File: src/rtl/cfg_port_pkg.sv
package cfg_port_pkg;
  localparam int MODE_W = 4;

  // bit 0 of the packed struct is the flag nearest the ratio field
  typedef struct packed {
    logic cp_hi;
    logic mon_sel;
    logic phase_inv;
    logic presc_sel;
  } mode_t;
endpackage

File: src/rtl/cfg_port_shifter.sv
module cfg_port_shifter #(
  parameter int WORD_W = 19
) (
  input  logic              clk_i,
  input  logic              rst_ni,
  input  logic              sdata_i,
  input  logic              sclk_i,
  input  logic              le_i,
  output logic [WORD_W-1:0] word_o,
  output logic              load_o
);
  logic sclk_q, le_q;
  logic [WORD_W-1:0] shreg_q;
  logic shift_en;

  assign shift_en = sclk_i & ~sclk_q & ~le_i;
  assign load_o   = le_i & ~le_q;
  assign word_o   = shreg_q;

  // history regs reset high: a pin already high at release is not an edge
  always_ff @(posedge clk_i or negedge rst_ni) begin
    if (!rst_ni) begin
      sclk_q  <= 1'b1;
      le_q    <= 1'b1;
      shreg_q <= '0;
    end else begin
      sclk_q <= sclk_i;
      le_q   <= le_i;
      if (shift_en) shreg_q <= {shreg_q[WORD_W-2:0], sdata_i};
    end
  end
endmodule

File: src/rtl/cfg_port_decode.sv
module cfg_port_decode
  import cfg_port_pkg::*;
#(
  parameter int REF_W   = 14,
  parameter int SWAL_W  = 7,
  parameter int MAIN_W  = 11,
  parameter int MIN_DIV = 3,
  parameter int WORD_W  = 19
) (
  input  logic [WORD_W-1:0] word_i,
  input  logic              load_i,
  output logic              ref_we_o,
  output logic              cnt_we_o,
  output logic              reject_o,
  output logic [REF_W-1:0]  ref_div_o,
  output mode_t             mode_o,
  output logic [SWAL_W-1:0] swal_o,
  output logic [MAIN_W-1:0] main_o
);
  logic [MODE_W-1:0] mode_bits;
  logic to_ref, ref_ok, main_ok;

  for (genvar i = 0; i < MODE_W; i++) begin : g_mode
    assign mode_bits[i] = word_i[1+REF_W+i];
  end

  assign to_ref    = word_i[0];
  assign ref_div_o = word_i[REF_W:1];
  assign mode_o    = mode_t'(mode_bits);
  assign swal_o    = word_i[SWAL_W:1];
  assign main_o    = word_i[SWAL_W+MAIN_W:SWAL_W+1];

  assign ref_ok  = ref_div_o >= REF_W'(MIN_DIV);
  assign main_ok = main_o >= MAIN_W'(MIN_DIV);

  always_comb begin
    ref_we_o = 1'b0;
    cnt_we_o = 1'b0;
    reject_o = 1'b0;
    if (load_i) begin
      if (to_ref) begin
        ref_we_o = ref_ok;
        reject_o = ~ref_ok;
      end else begin
        cnt_we_o = main_ok;
        reject_o = ~main_ok;
      end
    end
  end
endmodule

File: src/rtl/cfg_port_latch.sv
module cfg_port_latch #(
  parameter int             W       = 8,
  parameter logic [W-1:0]   RST_VAL = '0
) (
  input  logic         clk_i,
  input  logic         rst_ni,
  input  logic         we_i,
  input  logic [W-1:0] d_i,
  output logic [W-1:0] q_o
);
  always_ff @(posedge clk_i or negedge rst_ni) begin
    if (!rst_ni)   q_o <= RST_VAL;
    else if (we_i) q_o <= d_i;
  end
endmodule

File: src/rtl/cfg_serial_port.sv
module cfg_serial_port
  import cfg_port_pkg::*;
#(
  parameter int REF_W   = 14,
  parameter int SWAL_W  = 7,
  parameter int MAIN_W  = 11,
  parameter int MIN_DIV = 3
) (
  input  logic              clk_i,
  input  logic              rst_ni,
  input  logic              sdata_i,
  input  logic              sclk_i,
  input  logic              le_i,
  output logic [REF_W-1:0]  ref_div_o,
  output logic              presc_sel_o,
  output logic              phase_inv_o,
  output logic              mon_sel_o,
  output logic              cp_hi_o,
  output logic [SWAL_W-1:0] swallow_o,
  output logic [MAIN_W-1:0] main_div_o,
  output logic              ref_upd_o,
  output logic              cnt_upd_o,
  output logic              err_o
);
  localparam int WORD_W = 1 + SWAL_W + MAIN_W;
  localparam int REFL_W = REF_W + MODE_W;
  localparam int CNTL_W = MAIN_W + SWAL_W;
  localparam logic [REFL_W-1:0] REF_RST = {{MODE_W{1'b0}}, REF_W'(MIN_DIV)};
  localparam logic [CNTL_W-1:0] CNT_RST = {MAIN_W'(MIN_DIV), {SWAL_W{1'b0}}};

  logic [WORD_W-1:0] word;
  logic              load, ref_we, cnt_we, reject;
  logic [REF_W-1:0]  dec_ref;
  mode_t             dec_mode, mode_q;
  logic [SWAL_W-1:0] dec_swal;
  logic [MAIN_W-1:0] dec_main;
  logic [REFL_W-1:0] ref_q;
  logic [CNTL_W-1:0] cnt_q;

  cfg_port_shifter #(.WORD_W(WORD_W)) u_shift (
    .clk_i, .rst_ni, .sdata_i, .sclk_i, .le_i,
    .word_o(word), .load_o(load)
  );

  cfg_port_decode #(
    .REF_W(REF_W), .SWAL_W(SWAL_W), .MAIN_W(MAIN_W),
    .MIN_DIV(MIN_DIV), .WORD_W(WORD_W)
  ) u_dec (
    .word_i(word), .load_i(load),
    .ref_we_o(ref_we), .cnt_we_o(cnt_we), .reject_o(reject),
    .ref_div_o(dec_ref), .mode_o(dec_mode),
    .swal_o(dec_swal), .main_o(dec_main)
  );

  cfg_port_latch #(.W(REFL_W), .RST_VAL(REF_RST)) u_ref_latch (
    .clk_i, .rst_ni, .we_i(ref_we),
    .d_i({dec_mode, dec_ref}), .q_o(ref_q)
  );

  cfg_port_latch #(.W(CNTL_W), .RST_VAL(CNT_RST)) u_cnt_latch (
    .clk_i, .rst_ni, .we_i(cnt_we),
    .d_i({dec_main, dec_swal}), .q_o(cnt_q)
  );

  always_ff @(posedge clk_i or negedge rst_ni) begin
    if (!rst_ni) begin
      ref_upd_o <= 1'b0;
      cnt_upd_o <= 1'b0;
      err_o     <= 1'b0;
    end else begin
      ref_upd_o <= ref_we;
      cnt_upd_o <= cnt_we;
      err_o     <= reject;
    end
  end

  assign ref_div_o   = ref_q[REF_W-1:0];
  assign mode_q      = mode_t'(ref_q[REFL_W-1:REF_W]);
  assign presc_sel_o = mode_q.presc_sel;
  assign phase_inv_o = mode_q.phase_inv;
  assign mon_sel_o   = mode_q.mon_sel;
  assign cp_hi_o     = mode_q.cp_hi;
  assign swallow_o   = cnt_q[SWAL_W-1:0];
  assign main_div_o  = cnt_q[CNTL_W-1:SWAL_W];
endmodule

File: config.mk
export PLATFORM = sky130hd
export DESIGN_NAME = cfg_serial_port
export DESIGN_NICKNAME = d
export VERILOG_FILES = /design/src/rtl/cfg_port_pkg.sv /design/src/rtl/cfg_port_shifter.sv /design/src/rtl/cfg_port_decode.sv /design/src/rtl/cfg_port_latch.sv /design/src/rtl/cfg_serial_port.sv
export SDC_FILE = /design/constraint.sdc
export NUM_CORES = 1
export LEC_CHECK = 0
export BUFFER_PORTS_ARGS = -buffer_cell sky130_fd_sc_hd__buf_4
export CAP_MARGIN = 0
export CORE_ASPECT_RATIO = 0.9
export CORE_MARGIN = 4
export CORE_UTILIZATION = 45
export CTS_BUF_LIST = sky130_fd_sc_hd__clkbuf_16
export DETAILED_ROUTE_END_ITERATION = 7
export PLACE_DENSITY = 0.7
export SYNTH_ARGS = -nofsm -noshare
export SYNTH_HDL_FRONTEND = slang
export SYNTH_SLANG_ARGS = --single-unit
File: constraint.sdc
create_clock -name clk_i -period 1.63 [get_ports clk_i]
set_input_delay 0.163 -clock clk_i [delete_from_list [all_inputs] [get_ports clk_i]]
set_output_delay 0.163 -clock clk_i [all_outputs]
set_load 0.01 [all_outputs]
After elaboration in Yosys (flattened, before gate mapping):

Index checks and enable logic that the tools add are counted.

* ROM bits: 0
* memory bits (writable): 0
* memories kept: 0
* latch bits: 0
* bits in registers: 60
* word-level logic and storage cells: 24

* multiplexer cells: 6
* shift-type cells: 0
* order comparisons: 2
* bitwise gates (word level): 8
* reductions and logical operators: 0
* multipliers: 0
* divide/modulo/power cells: 0
* $add $sub $neg: 0
* equality and inequality tests: 0

Operators with widths (number)
* >= comparator 14 x 2 -> 1 bit (second input constant): 1
* >= comparator 11 x 2 -> 1 bit (second input constant): 1
* 2-to-1 mux 1 bit: 6
* inverter 1 bit: 5
* AND 1 bit: 3

Logic depth before layout (Yosys ltp):

* word-level depth: 4
* depth in mapped cells: 5

Cells and area by module:

From an unflattened synthesis, not the netlist that was laid out.

* cell total of the unflattened synthesis: 174
* area, all modules: 2723.9 µm²

By module, submodules not included
* cfg_port_latch: instances 2, cells an instance 38, area an instance 724.4 µm²
* cfg_port_shifter: instances 1, cells an instance 44, area an instance 829.5 µm²
* cfg_port_decode: instances 1, cells an instance 51, area an instance 370.4 µm²
* cfg_serial_port: instances 1, cells an instance 3, area an instance 75.1 µm²

Least setup slack after synthesis:

OpenSTA, ideal clock, no wires.

* path type: flip-flop to flip-flop
* start point: reg u_shift.shreg_q[9] (netlist: u_shift.word_o[9])
* end point: reg u_ref_latch.q_o[2]
* required time: 1.505 ns
* setup slack: -0.166 ns
* buffers on the path: 1
* stages on the path, launching flop included: 6
* arrival: 1.670 ns
* clock period less this slack: 1.796 ns
* setup time: 0.125 ns
* cell sequence: dfrtp_1 nor4_1 nand3_1 o2111ai_4 buf_12 mux2_4

* cells in the longest elaborated chain, start to end: 3

Ends and longest elaborated chain
* from (decl): RTL line cfg_port_shifter.sv:13 `logic [WORD_W-1:0] shreg_q;`
* from (signal assigned): RTL line cfg_port_shifter.sv:29 `if (shift_en) shreg_q <= {shreg_q[WORD_W-2:0], sdata_i};`
* >= comparator 14 x 2 -> 1 bit: RTL line cfg_port_decode.sv:33 `assign ref_ok = ref_div_o >= REF_W'(MIN_DIV);`
* 2-to-1 mux 1 bit: RTL line cfg_port_decode.sv:41 `if (to_ref) begin`
* 2-to-1 mux 1 bit: RTL line cfg_port_decode.sv:40 `if (load_i) begin`
* to (signal assigned): RTL line cfg_port_latch.sv:13 `else if (we_i) q_o <= d_i;`
* to (decl): RTL line cfg_port_latch.sv:9 `output logic [W-1:0] q_o`

No other way between the ends.
A chain may end at the register's enable or synchronous reset.

Worst setup path after layout:

* start point: reg u_shift.shreg_q[6] (netlist: u_shift.word_o[6])
* end point: reg u_ref_latch.q_o[9]

Same word-level chain as after synthesis.

==> results.py <==
metrics = {
    "status": {
        "status": "finished, violations left",
        "violations": "negative setup slack",
    },
    "worst_setup_path": {
        "cp_max_fo": 10,
        "r2r_slack_ns": -0.13,
        "path_class": "reg2reg",
        "timing.rr.start": "u_shift.word_o[6]",
        "cp-start-kind": "register",
        "end_kind": "register",
        "cp_data_required_time_ns": 1.83,
        "r2r_cells": 5,
        "worstReg2RegEnd": "u_ref_latch.q_o[9]",
        "arrival_ns": 1.96,
    },
    "synth": {
        "synth-xor-area-share_pct": 0,
        "ys_seq_elements": 60,
        "synth_compound_area_share_pct": 1.504,
        "netlist_area_mm2": 0.002330,
        "synth_edf_count": 0,
        "synth-async-reset-ratio_pct": 100.0,
        "yosysSeqAreaShare_pct": 64.77,
        "synth_top_area_share_pct": 58.00,
        "syn_nets": 144,
        "synth-adder-area-share_pct": 0,
        "synthMuxAreaShare_pct": 28.52,
        "ys_types": 17,
        "yosysMostFrequentCell": "dfrtp_1",
        "synth_top_family_by_area": "multiplexers",
        "ys_top_cells_by_count": "dfrtp_1, mux2_2, mux2_4, dfstp_2, nand2_1",
        "yosys.area_share.simple_pct": 2.954,
        "synthFlopType": "dfrtp_1",
        "ys_warn_count": 0,
        "synth_area_leaders": "dfrtp_1, mux2_2, dfstp_2, mux2_4, o2111ai_4",
        "syn_avg_cell_area_um2": 16.76,
        "synth_cells": 139,
        "synth.largest_area_cell": "dfrtp_1",
    },
    "clocking": {
        "clock_latency_ns": 0.32,
        "cts_made_buffers": 9,
        "clkSlewWorstSetupHoldPaths_ns": 0.05,
        "cts_buffer_depth": 2,
        "cts.sinks": 60,
        "htree_levels": 3,
        "cts-root-buf": "clkbuf_16",
        "cts_tree": "done",
    },
    "route": {
        "wl_um": 4799,
        "vias": 1404,
        "routedWlPerCell_um": 16.66,
        "post-route-drc-count": 0,
        "final_antenna_net_count": 0,
        "drt-pass1-iter-count": 4,
        "drt_iter0_markers": 79,
        "avgViaCountPerCell": 4.875,
    },
    "hold_path": {
        "hold_class": "in2reg",
        "hp-start": "sdata_i",
        "whs_path_depth": 2,
        "min_to": "u_shift.word_o[0]",
    },
    "sta": {
        "worstMarginPinSlew_ns": 0.7339,
        "setup_viol": 35,
        "fin_crit_ns": 1.757,
        "skew_ns": 0.007081,
        "drv_slew": 0,
        "finalHoldViolCount": 0,
        "period_share_pct": 107.8,
        "rsz0062_at_grt": "yes",
        "holdWs_ns": 0.07970,
        "max_freq_ghz": 0.5692,
        "relSlewSlack_pct": 51.07,
        "worst_slack_ns": -0.1268,
    },
    "grt": {
        "grt_usage_pct": 16.14,
        "antenna_found_initial": 0,
        "first_global_vias": 1588,
        "grt_max_degree": 61,
        "grt_pass1_wl_um": 8010,
        "gr-total-overflow": 0,
    },
    "floorplan": {
        "die_y_um": 76.26,
        "start_util_pct": 47.31,
        "rows": 24,
        "ios": 44,
        "die-area_mm2": 0.006394,
        "fp.dieW_um": 83.85,
        "core_region_area_mm2": 0.004925,
    },
    "pwr": {
        "power_density_mw_per_mm2": 1409,
        "ir_drop_mv": 0.9163,
        "power_mw": 4.757,
        "power.leakage_nw": 1.816,
    },
    "placement": {
        "io_buffers": 43,
        "place_congestion": 0.7699,
        "dpl_cell_area_mm2": 0.002890,
        "dp_hpwl_um": 3176,
        "dp.cells": 267,
    },
    "layout": {
        "layout.cells.non_filler": 288,
        "drive_gt1_share_pct": 67.71,
        "fillers": 355,
        "final_cell_area_mm2": 0.003376,
        "nets": 223,
        "diodes": 0,
        "syn2layout_area_growth_pct": 44.90,
        "final_core_util_pct": 68.55,
    },
    "flow_run": {
        "cap_viol_max_count": 0,
    },
}
==> routing by layer <==
layer / track usage (%) / vias to the layer above / share of wire, %
met4: 7.074 / 0 / 1.3
met2: 25.44 / 30 / 51
met5: 0 / - / 0
li1: - / 647 / -
met1: 19.50 / 720 / 43
met3: 6.595 / 7 / 5.0
==> worst max-delay path by stage <==
stage / startpoint / end / cells past startpoint
floorplan: u_shift.word_o[6] / u_ref_latch.q_o[2] / 5
detailed placement: u_shift.word_o[17] / u_cnt_latch.q_o[13] / 5
finish: u_shift.word_o[6] / u_ref_latch.q_o[9] / 5
global placement: u_shift.word_o[6] / u_ref_latch.q_o[3] / 5
CTS: u_shift.word_o[6] / u_ref_latch.q_o[12] / 5
global route: u_shift.word_o[6] / u_ref_latch.q_o[10] / 5
==> sequential cells by signal (all words and copies together), names as in the netlist <==
signal / cells
u_shift.sclk_q: 1
err_o: 1
u_shift.le_q: 1
u_cnt_latch.q_o: 18
ref_upd_o: 1
cnt_upd_o: 1
u_ref_latch.q_o: 18
u_shift.word_o: 19
==> power breakdown <==
group | leakage, nW | switching [mW] | internal, mW
Combinational | 0.866 | 0.391 | 0.573
Sequential | 0.799 | 0.139 | 1.72
Clock | 0.152 | 0.622 | 1.31
==> worst max-delay path, stage by stage (launching register included) <==
cell and delay (ns):
dfrtp_1 0.39, nor4_2 0.29, nand3_1 0.18, o2111ai_4 0.25, buf_6 0.21, mux2_4 0.31
==> stage by stage <==
stage	setup TNS (ns)	worst slack, ns
2_1_floorplan	-2.396	-0.1292
3_3_place_gp	-2.576	-0.09509
3_5_place_dp	-4.580	-0.1589
4_1_cts	-2.650	-0.1156
5_1_grt	-5.546	-0.1916
6_report	-2.809	-0.1268
==> cell type report <==
| cell class | instances | area (µm²) | share of cell area, % |
|---|---|---|---|
| multi-input cells | 72 | 884.6 | 26.20 |
| inverters | 3 | 11.26 | 0.3336 |
| repair buffers | 72 | 583.1 | 17.27 |
| flip-flops and latches | 60 | 1509 | 44.70 |
| clock buffers | 9 | 225.2 | 6.672 |
| clock inverters | 7 | 81.33 | 2.409 |
| well taps | 65 | 81.33 | 2.409 |
==> timing repair <==
action | in CTS | in global routing
endpoints found under the setup margin | 36 | 37
pin swaps | 4 | 5
hold buffers | 3 | 0
hold endpoints to repair | 56 | 0
buffers inserted | 2 | 1
resized for setup | 11 | 21
==> layout by cell type (no fill, tap or decap), types with 2 or more instances in the layout <==
cell type,n
nor3_1,2
buf_6,6
dlygate4sd3_1,3
bufinv_16,2
nand2_1,3
buf_4,62
inv_1,3
dfstp_2,6
mux2_2,27
nor2_1,2
clkinv_2,2
dfrtp_1,54
mux2_4,29
clkinv_1,3
clkbuf_16,9
==> cell families (layout without fill, tap and decap cells) <==
| logic type | count (synthesis) | after routing |
|---|---|---|
| AO/OA/AOI/OAI | 2 | 2 |
| flip-flops | 60 | 60 |
| buffers and inverters | 7 | 91 |
| AND/OR/NAND/NOR | 14 | 14 |
| multiplexers | 56 | 56 |
No activity file was read; power rests on OpenSTA's default activity.
